### src/rtl/srq_pkg.sv
package srq_pkg;
    localparam int EN_W = 2;

    typedef enum logic [EN_W-1:0] {
        EN_OFF  = 2'b00,
        EN_RX   = 2'b01,
        EN_TX   = 2'b10,
        EN_BOTH = 2'b11
    } en_code_e;

    typedef struct packed {
        en_code_e code;
    } en_state_t;
endpackage

### src/rtl/srq_en_reg.sv
module srq_en_reg
    import srq_pkg::*;
(
    input  logic            clk,
    input  logic            rst_n,
    input  logic            soft_rst,
    input  logic            busy,
    input  logic            wr,
    input  logic [EN_W-1:0] wdata,
    output en_code_e        code
);
    en_state_t st_d, st_q;

    always_comb begin
        st_d = st_q;
        if (soft_rst) begin
            st_d.code = EN_OFF;
        end else if (wr && !busy) begin
            st_d.code = en_code_e'(wdata);
        end
    end

    always_ff @(posedge clk or negedge rst_n) begin
        if (!rst_n) begin
            st_q <= '{code: EN_OFF};
        end else begin
            st_q <= st_d;
        end
    end

    assign code = st_q.code;
endmodule

### src/rtl/srq_sync.sv
module srq_sync #(
    parameter int STAGES    = 2,
    parameter bit RESET_VAL = 1'b1
) (
    input  logic clk,
    input  logic rst_n,
    input  logic din,
    output logic dout
);
    typedef struct packed {
        logic [STAGES-1:0] chain;
    } sync_state_t;

    sync_state_t sy_d, sy_q;

    generate
        if (STAGES == 1) begin : g_single
            always_comb begin
                sy_d       = sy_q;
                sy_d.chain = din;
            end
        end else begin : g_multi
            always_comb begin
                sy_d       = sy_q;
                sy_d.chain = {sy_q.chain[STAGES-2:0], din};
            end
        end
    endgenerate

    always_ff @(posedge clk or negedge rst_n) begin
        if (!rst_n) begin
            sy_q.chain <= {STAGES{RESET_VAL}};
        end else begin
            sy_q <= sy_d;
        end
    end

    assign dout = sy_q.chain[STAGES-1];
endmodule

### src/rtl/srq_ready_sel.sv
module srq_ready_sel
    import srq_pkg::*;
(
    input  en_code_e code,
    input  logic     is_i2c,
    input  logic     tx_ready,
    input  logic     rx_ready,
    output logic     ready
);
    always_comb begin
        unique case (code)
            EN_RX:   ready = rx_ready;
            EN_TX:   ready = tx_ready;
            EN_BOTH: ready = is_i2c ? (tx_ready | rx_ready) : (tx_ready & rx_ready);
            default: ready = 1'b0;
        endcase
    end
endmodule

### src/rtl/srq_pin_ctrl.sv
module srq_pin_ctrl
    import srq_pkg::*;
#(
    parameter int SYNC_STAGES = 2
) (
    input  logic            clk,
    input  logic            rst_n,
    input  logic            soft_rst,
    input  logic            is_master,
    input  logic            is_i2c,
    input  logic            busy,
    input  logic            en_wr,
    input  logic [EN_W-1:0] en_wdata,
    input  logic            tx_ready,
    input  logic            rx_ready,
    input  logic            req_pin_in,
    output logic            req_pin_out,
    output logic            req_pin_oe,
    output logic            clk_suspend
);
    en_code_e en_q;
    logic     pin_synced;
    logic     slave_ready;
    logic     en_any;

    srq_en_reg u_en (
        .clk      (clk),
        .rst_n    (rst_n),
        .soft_rst (soft_rst),
        .busy     (busy),
        .wr       (en_wr),
        .wdata    (en_wdata),
        .code     (en_q)
    );

    // Pin idles high (deasserted) so a freshly reset chain asks for a pause.
    srq_sync #(
        .STAGES    (SYNC_STAGES),
        .RESET_VAL (1'b1)
    ) u_sync (
        .clk   (clk),
        .rst_n (rst_n),
        .din   (req_pin_in),
        .dout  (pin_synced)
    );

    srq_ready_sel u_sel (
        .code     (en_q),
        .is_i2c   (is_i2c),
        .tx_ready (tx_ready),
        .rx_ready (rx_ready),
        .ready    (slave_ready)
    );

    always_comb begin
        en_any      = (en_q != EN_OFF);
        req_pin_oe  = en_any && !is_master;
        req_pin_out = req_pin_oe ? !slave_ready : 1'b1;
        clk_suspend = en_any && is_master && pin_synced;
    end
endmodule

### config.mk
export PLATFORM = sky130hd
export DESIGN_NAME = srq_pin_ctrl
export DESIGN_NICKNAME = d
export VERILOG_FILES = /design/src/rtl/srq_pkg.sv /design/src/rtl/srq_en_reg.sv /design/src/rtl/srq_sync.sv /design/src/rtl/srq_ready_sel.sv /design/src/rtl/srq_pin_ctrl.sv
export SDC_FILE = /design/constraint.sdc
export NUM_CORES = 1
export LEC_CHECK = 0
export BUFFER_PORTS_ARGS = -buffer_cell sky130_fd_sc_hd__buf_2
export CAP_MARGIN = 5
export CORE_AREA = 2 2 39 41
export CTS_CLUSTER_DIAMETER = 100
export DETAILED_ROUTE_END_ITERATION = 10
export DIE_AREA = 0 0 41 43
export PLACE_DENSITY = 0.46
export RECOVER_POWER = 100
export SLEW_MARGIN = 10
export SYNTH_ARGS = -nofsm -noshare
export SYNTH_HDL_FRONTEND = slang
export SYNTH_SLANG_ARGS = --single-unit
### constraint.sdc
create_clock -name clk -period 1.2 [get_ports clk]
set_input_delay 0.12 -clock clk [delete_from_list [all_inputs] [get_ports clk]]
set_output_delay 0.12 -clock clk [all_outputs]
set_load 0.1 [all_outputs]
# Word level (Yosys, flattened, before mapping)
# Index checks and enable logic that the tools add are counted.
# totals
register_bits,4
in_bits,12
word_cells,21
# classes
n_eq_ne,3
mux,5
bitwise_logic,2
reduce_logical,9
# ops
op,count
"== test 2 bit, second input constant",2
logical AND 1 bit,4
2-to-1 mux 2 bit,2
nonzero test 2 bit,2
logical NOT 1 bit,3
one-hot mux 1 bit (3 select lines),1
"== test 2 x 1 -> 1 bit, second input constant",1
2-to-1 mux 1 bit,2
AND 1 bit,1
bitwise OR 1 bit,1

# Longest topological paths before layout
# depth
depth_word,5
ltp_mapped,3
depth_no_buf,3

# Cells and area by module
# From an unflattened synthesis, not the netlist that was laid out.
# hier_totals
hier_cells,19
area_unflattened_um2,226.5
# by_module_without_submodules
module,n_inst,cells_each,area_each_um2,seq_area_each_um2
srq_en_reg,1,9,106.4,50.0
srq_sync,1,2,52.6,52.6
srq_ready_sel,1,5,35.0,0.0
srq_pin_ctrl,1,3,32.5,0.0

# Worst setup path before layout
# Ideal clock, no wire load.
# synth_timing
path_type,register to output
start,register u_en.st_q (netlist bit u_en.code[0])
end,output req_pin_oe
arrival_time_ns,1.837
required_ns,1.080
setup_slack_ns,-0.757
stages_incl_launch_ff,3
n_path_buf,0
cell_sequence,dfrtp_1 -> or2_1 -> nor2b_1
# synth_between
elab_chain_cells,2
# synth_lines
element,line,source
from (decl),srq_en_reg.sv:12,"en_state_t st_d, st_q;"
from (signal assigned),srq_en_reg.sv:25,st_q <= '{code: EN_OFF};
from (signal assigned),srq_en_reg.sv:27,st_q <= st_d;
nonzero test 2 bit,srq_pin_ctrl.sv:56,en_any = (en_q != EN_OFF);
logical AND 1 bit,srq_pin_ctrl.sv:57,req_pin_oe = en_any && !is_master;
to (decl),srq_pin_ctrl.sv:18,"output logic req_pin_oe,"
# Every way passes these cells.

# Worst setup path after layout
# layout_timing
start,register u_en.st_q (netlist bit u_en.code[1])
end,output req_pin_out
# layout_between
elab_chain_cells,4
elab_cells_between_ends,8
cone_classes,eq/ne (3); mux (2); reduce/logical (3)
# layout_lines
element,line,source
== test 2 bit or == test 2 x 1 -> 1 bit (tied branches),srq_ready_sel.sv:11,unique case (code)
one-hot mux 1 bit (3 select lines),srq_ready_sel.sv:11,
logical NOT 1 bit,srq_pin_ctrl.sv:58,req_pin_out = req_pin_oe ? !slave_ready : 1'b1;
2-to-1 mux 1 bit (*),srq_pin_ctrl.sv:58,
to (decl),srq_pin_ctrl.sv:17,"output logic req_pin_out,"
# Mark *: on every way between the ends. The rest lies on a longest branch, timed or not.

==> reports/results.ini <==
[worst_hold_path]
min_path_type=in -> reg
hold_path_startpoint=soft_rst

[pwr]
p_int_mw=0.314
cellLeakagePower_nw=0.185
p_clk_frac=0.373
pwr-share-seq=0.347
p_per_area_nw_per_um2=1080
p_switching_mw=0.114
peakVddDrop_v=0.000535
switching_share=0.267
pwr-share-comb=0.279
power_mw=0.428

[cts]
cts.sinks=4
root_buffer=clkbuf_4
cts_tree=done
htreeDepth=1
cts_setup_buffers=0
clkTransAtPathRegs_ps=40
cts_buffer_depth=2
numCtsBuffers=3
clk_latency_ps=230

[grt]
grt_max_degree=5
globalRouteOverflowTotal=0
grt_use_total=0.0696
antenna_found_initial=0
grt_first_pass_wirelength_um=772
grt_pass1_vias=209

[sta]
final-max-slew-violation-count=0
hold_viol=0
setup_viol=3
maxSlewHeadroom=0.828
period_needed_ps=1520
fin_ws_ps=-321
holdWs_ps=55.7
rsz0062_at_grt=yes
finClkSkew_ps=0.718
fmax_mhz=657
worst_pin_slew_ps=257
timing.final.crit_share=1.27

[worst_setup_path]
cp.required_ps=1080
crit_start=u_en.code[1]
crit_path_max_fanout=4
r2r_start=u_en.code[0]
cp-start-kind=register
critPathCaptureType=primary output
worstSetupPathType=reg -> out
critPathArrivalTime_ps=1400

[routing]
via_per_inst=4.02
wire_per_inst_um=8.81
drtPass1Iterations=2
routed-via-count=217
ant_nets=0
drt_wl_total_um=476
drtIter0Drc=2
drc_errors=0

[logic_synthesis]
synth_seq_cells=4
netlist_instances=17
yosysTopAreaCellShare=0.273
synth-compound-area-share=0.0909
synth.avg_cell_area_um2=11.3
synth_cell_type_count=11
synthSimpleGateAreaFrac=0.273
synth_xor_area_frac=0
yosys_warnings=0
syn_area_um2=193
synth_top_area_cell=dfstp_2
syn-num-nets=29
yosysSeqAreaShare=0.532
yosys.area_share.adder=0
synth_area_leaders=dfstp_2 27%, dfrtp_1 26%, mux2i_1 10%, nor2b_1 6.5%, or2_1 6.5%
synth_mux_area_frac=0.104
synth_top_family_by_area=simple AND/OR/NAND/NOR gates

[final_layout]
multi_input_area_um2=101
antenna_cells=0
final_cells=54
areaGrowthSynthToFinish_pct=105
final_nets=52
fillerInstances=145
drive_gt1_frac=0.605
layout_commonest_cell=buf_2
register_area_um2=103
final_cell_mix=10 x buf_2, 3 x clkbuf_4, 3 x buf_12
post-route-util=0.286

[die]
die_w_um=41
initial_core_util=0.139
fp.dieArea_um2=1760
core_um2=1380
ios=15
fp.dieH_um=43
core.rowCount=14

[status]
violations=setup timing
status=complete, but fails checks

[place]
port_buffers=14
place_ws_ps=-74.0
placed_cells=49
gp_congestion=0.565

[job]
drv_cap=0

## state kept, by name (all words and copies together) (netlist names)
| name | flops |
|---|---|
| u_en.code | 2 |
| u_sync.sy_q | 2 |
## repair_timing
item,in CTS,in global routing
gates resized for setup,3,1
hold buffers,2,0
setup endpoints to repair,3,3
hold endpoints to repair,5,0
## stage by stage
stage,instance area (um2),setup TNS (ps)
global route,395,-898
floorplan,204,-29.9
detailed placement,339,-146
CTS,392,-796
finish,395,-744
global placement,339,-134
## cell usage after synthesis (all sizes together)
cell type / n
dfrtp: 2
dfstp: 2
mux2i: 2
nor2: 2
nor2b: 2
or2: 2
a22o: 1
a32oi: 1
and3: 1
nand2b: 1
or2b: 1
## critical path, cell delays in order (launching register included)
cell and delay (ps):
dfrtp_1 400, or2_1 260, a32oi_1 200, or2_4 160
buf_12 160
## area by class of cell
type / count / area share
clock buffer: 3 / 0.0570
multi-input combinational: 13 / 0.256
sequential: 4 / 0.259
tap: 16 / 0.0506
timing repair buffer: 18 / 0.377
## per-layer routing
| layer | global-route usage | vias up | share of wire |
|---|---|---|---|
| met5 | 0 | - | 0 |
| met4 | 0.0600 | 0 | 0 |
| met3 | 0.0314 | 0 | 0.14 |
| met2 | 0.0938 | 15 | 0.41 |
| met1 | 0.0782 | 98 | 0.45 |
| li1 | - | 104 | - |
## cell families (layout without fill, tap and decap cells)
group	Yosys count	count (layout)
AO/OA/AOI/OAI	2	2
buffers and inverters	0	21
flip-flops	4	4
multiplexers	2	2
AND/OR/NAND/NOR	9	9
## path summary, 6_finish.rpt
kind                                        to  slack [ps]  depth (start not counted)
worst min register to register  u_sync.sy_q[1]         350                          0
min in group asynchronous         u_en.code[1]         250                          2
worst min-delay path              u_en.code[0]          60                          2
max in group asynchronous       u_sync.sy_q[1]         700                          2
worst max register to register    u_en.code[0]         380                          3
worst max-delay path               req_pin_out        -320                          4
## power groups by stage
stage | combinational [mW] | sequential (mW) | clock (mW)
final | 0.119 | 0.149 | 0.160
after CTS | 0.120 | 0.149 | 0.171
after floorplan | 0.0618 | 0.149 | 0
after detailed placement | 0.112 | 0.150 | 0
after global placement | 0.112 | 0.150 | 0
after global routing | 0.126 | 0.150 | 0.174
Power figures use the tool's default switching activity.
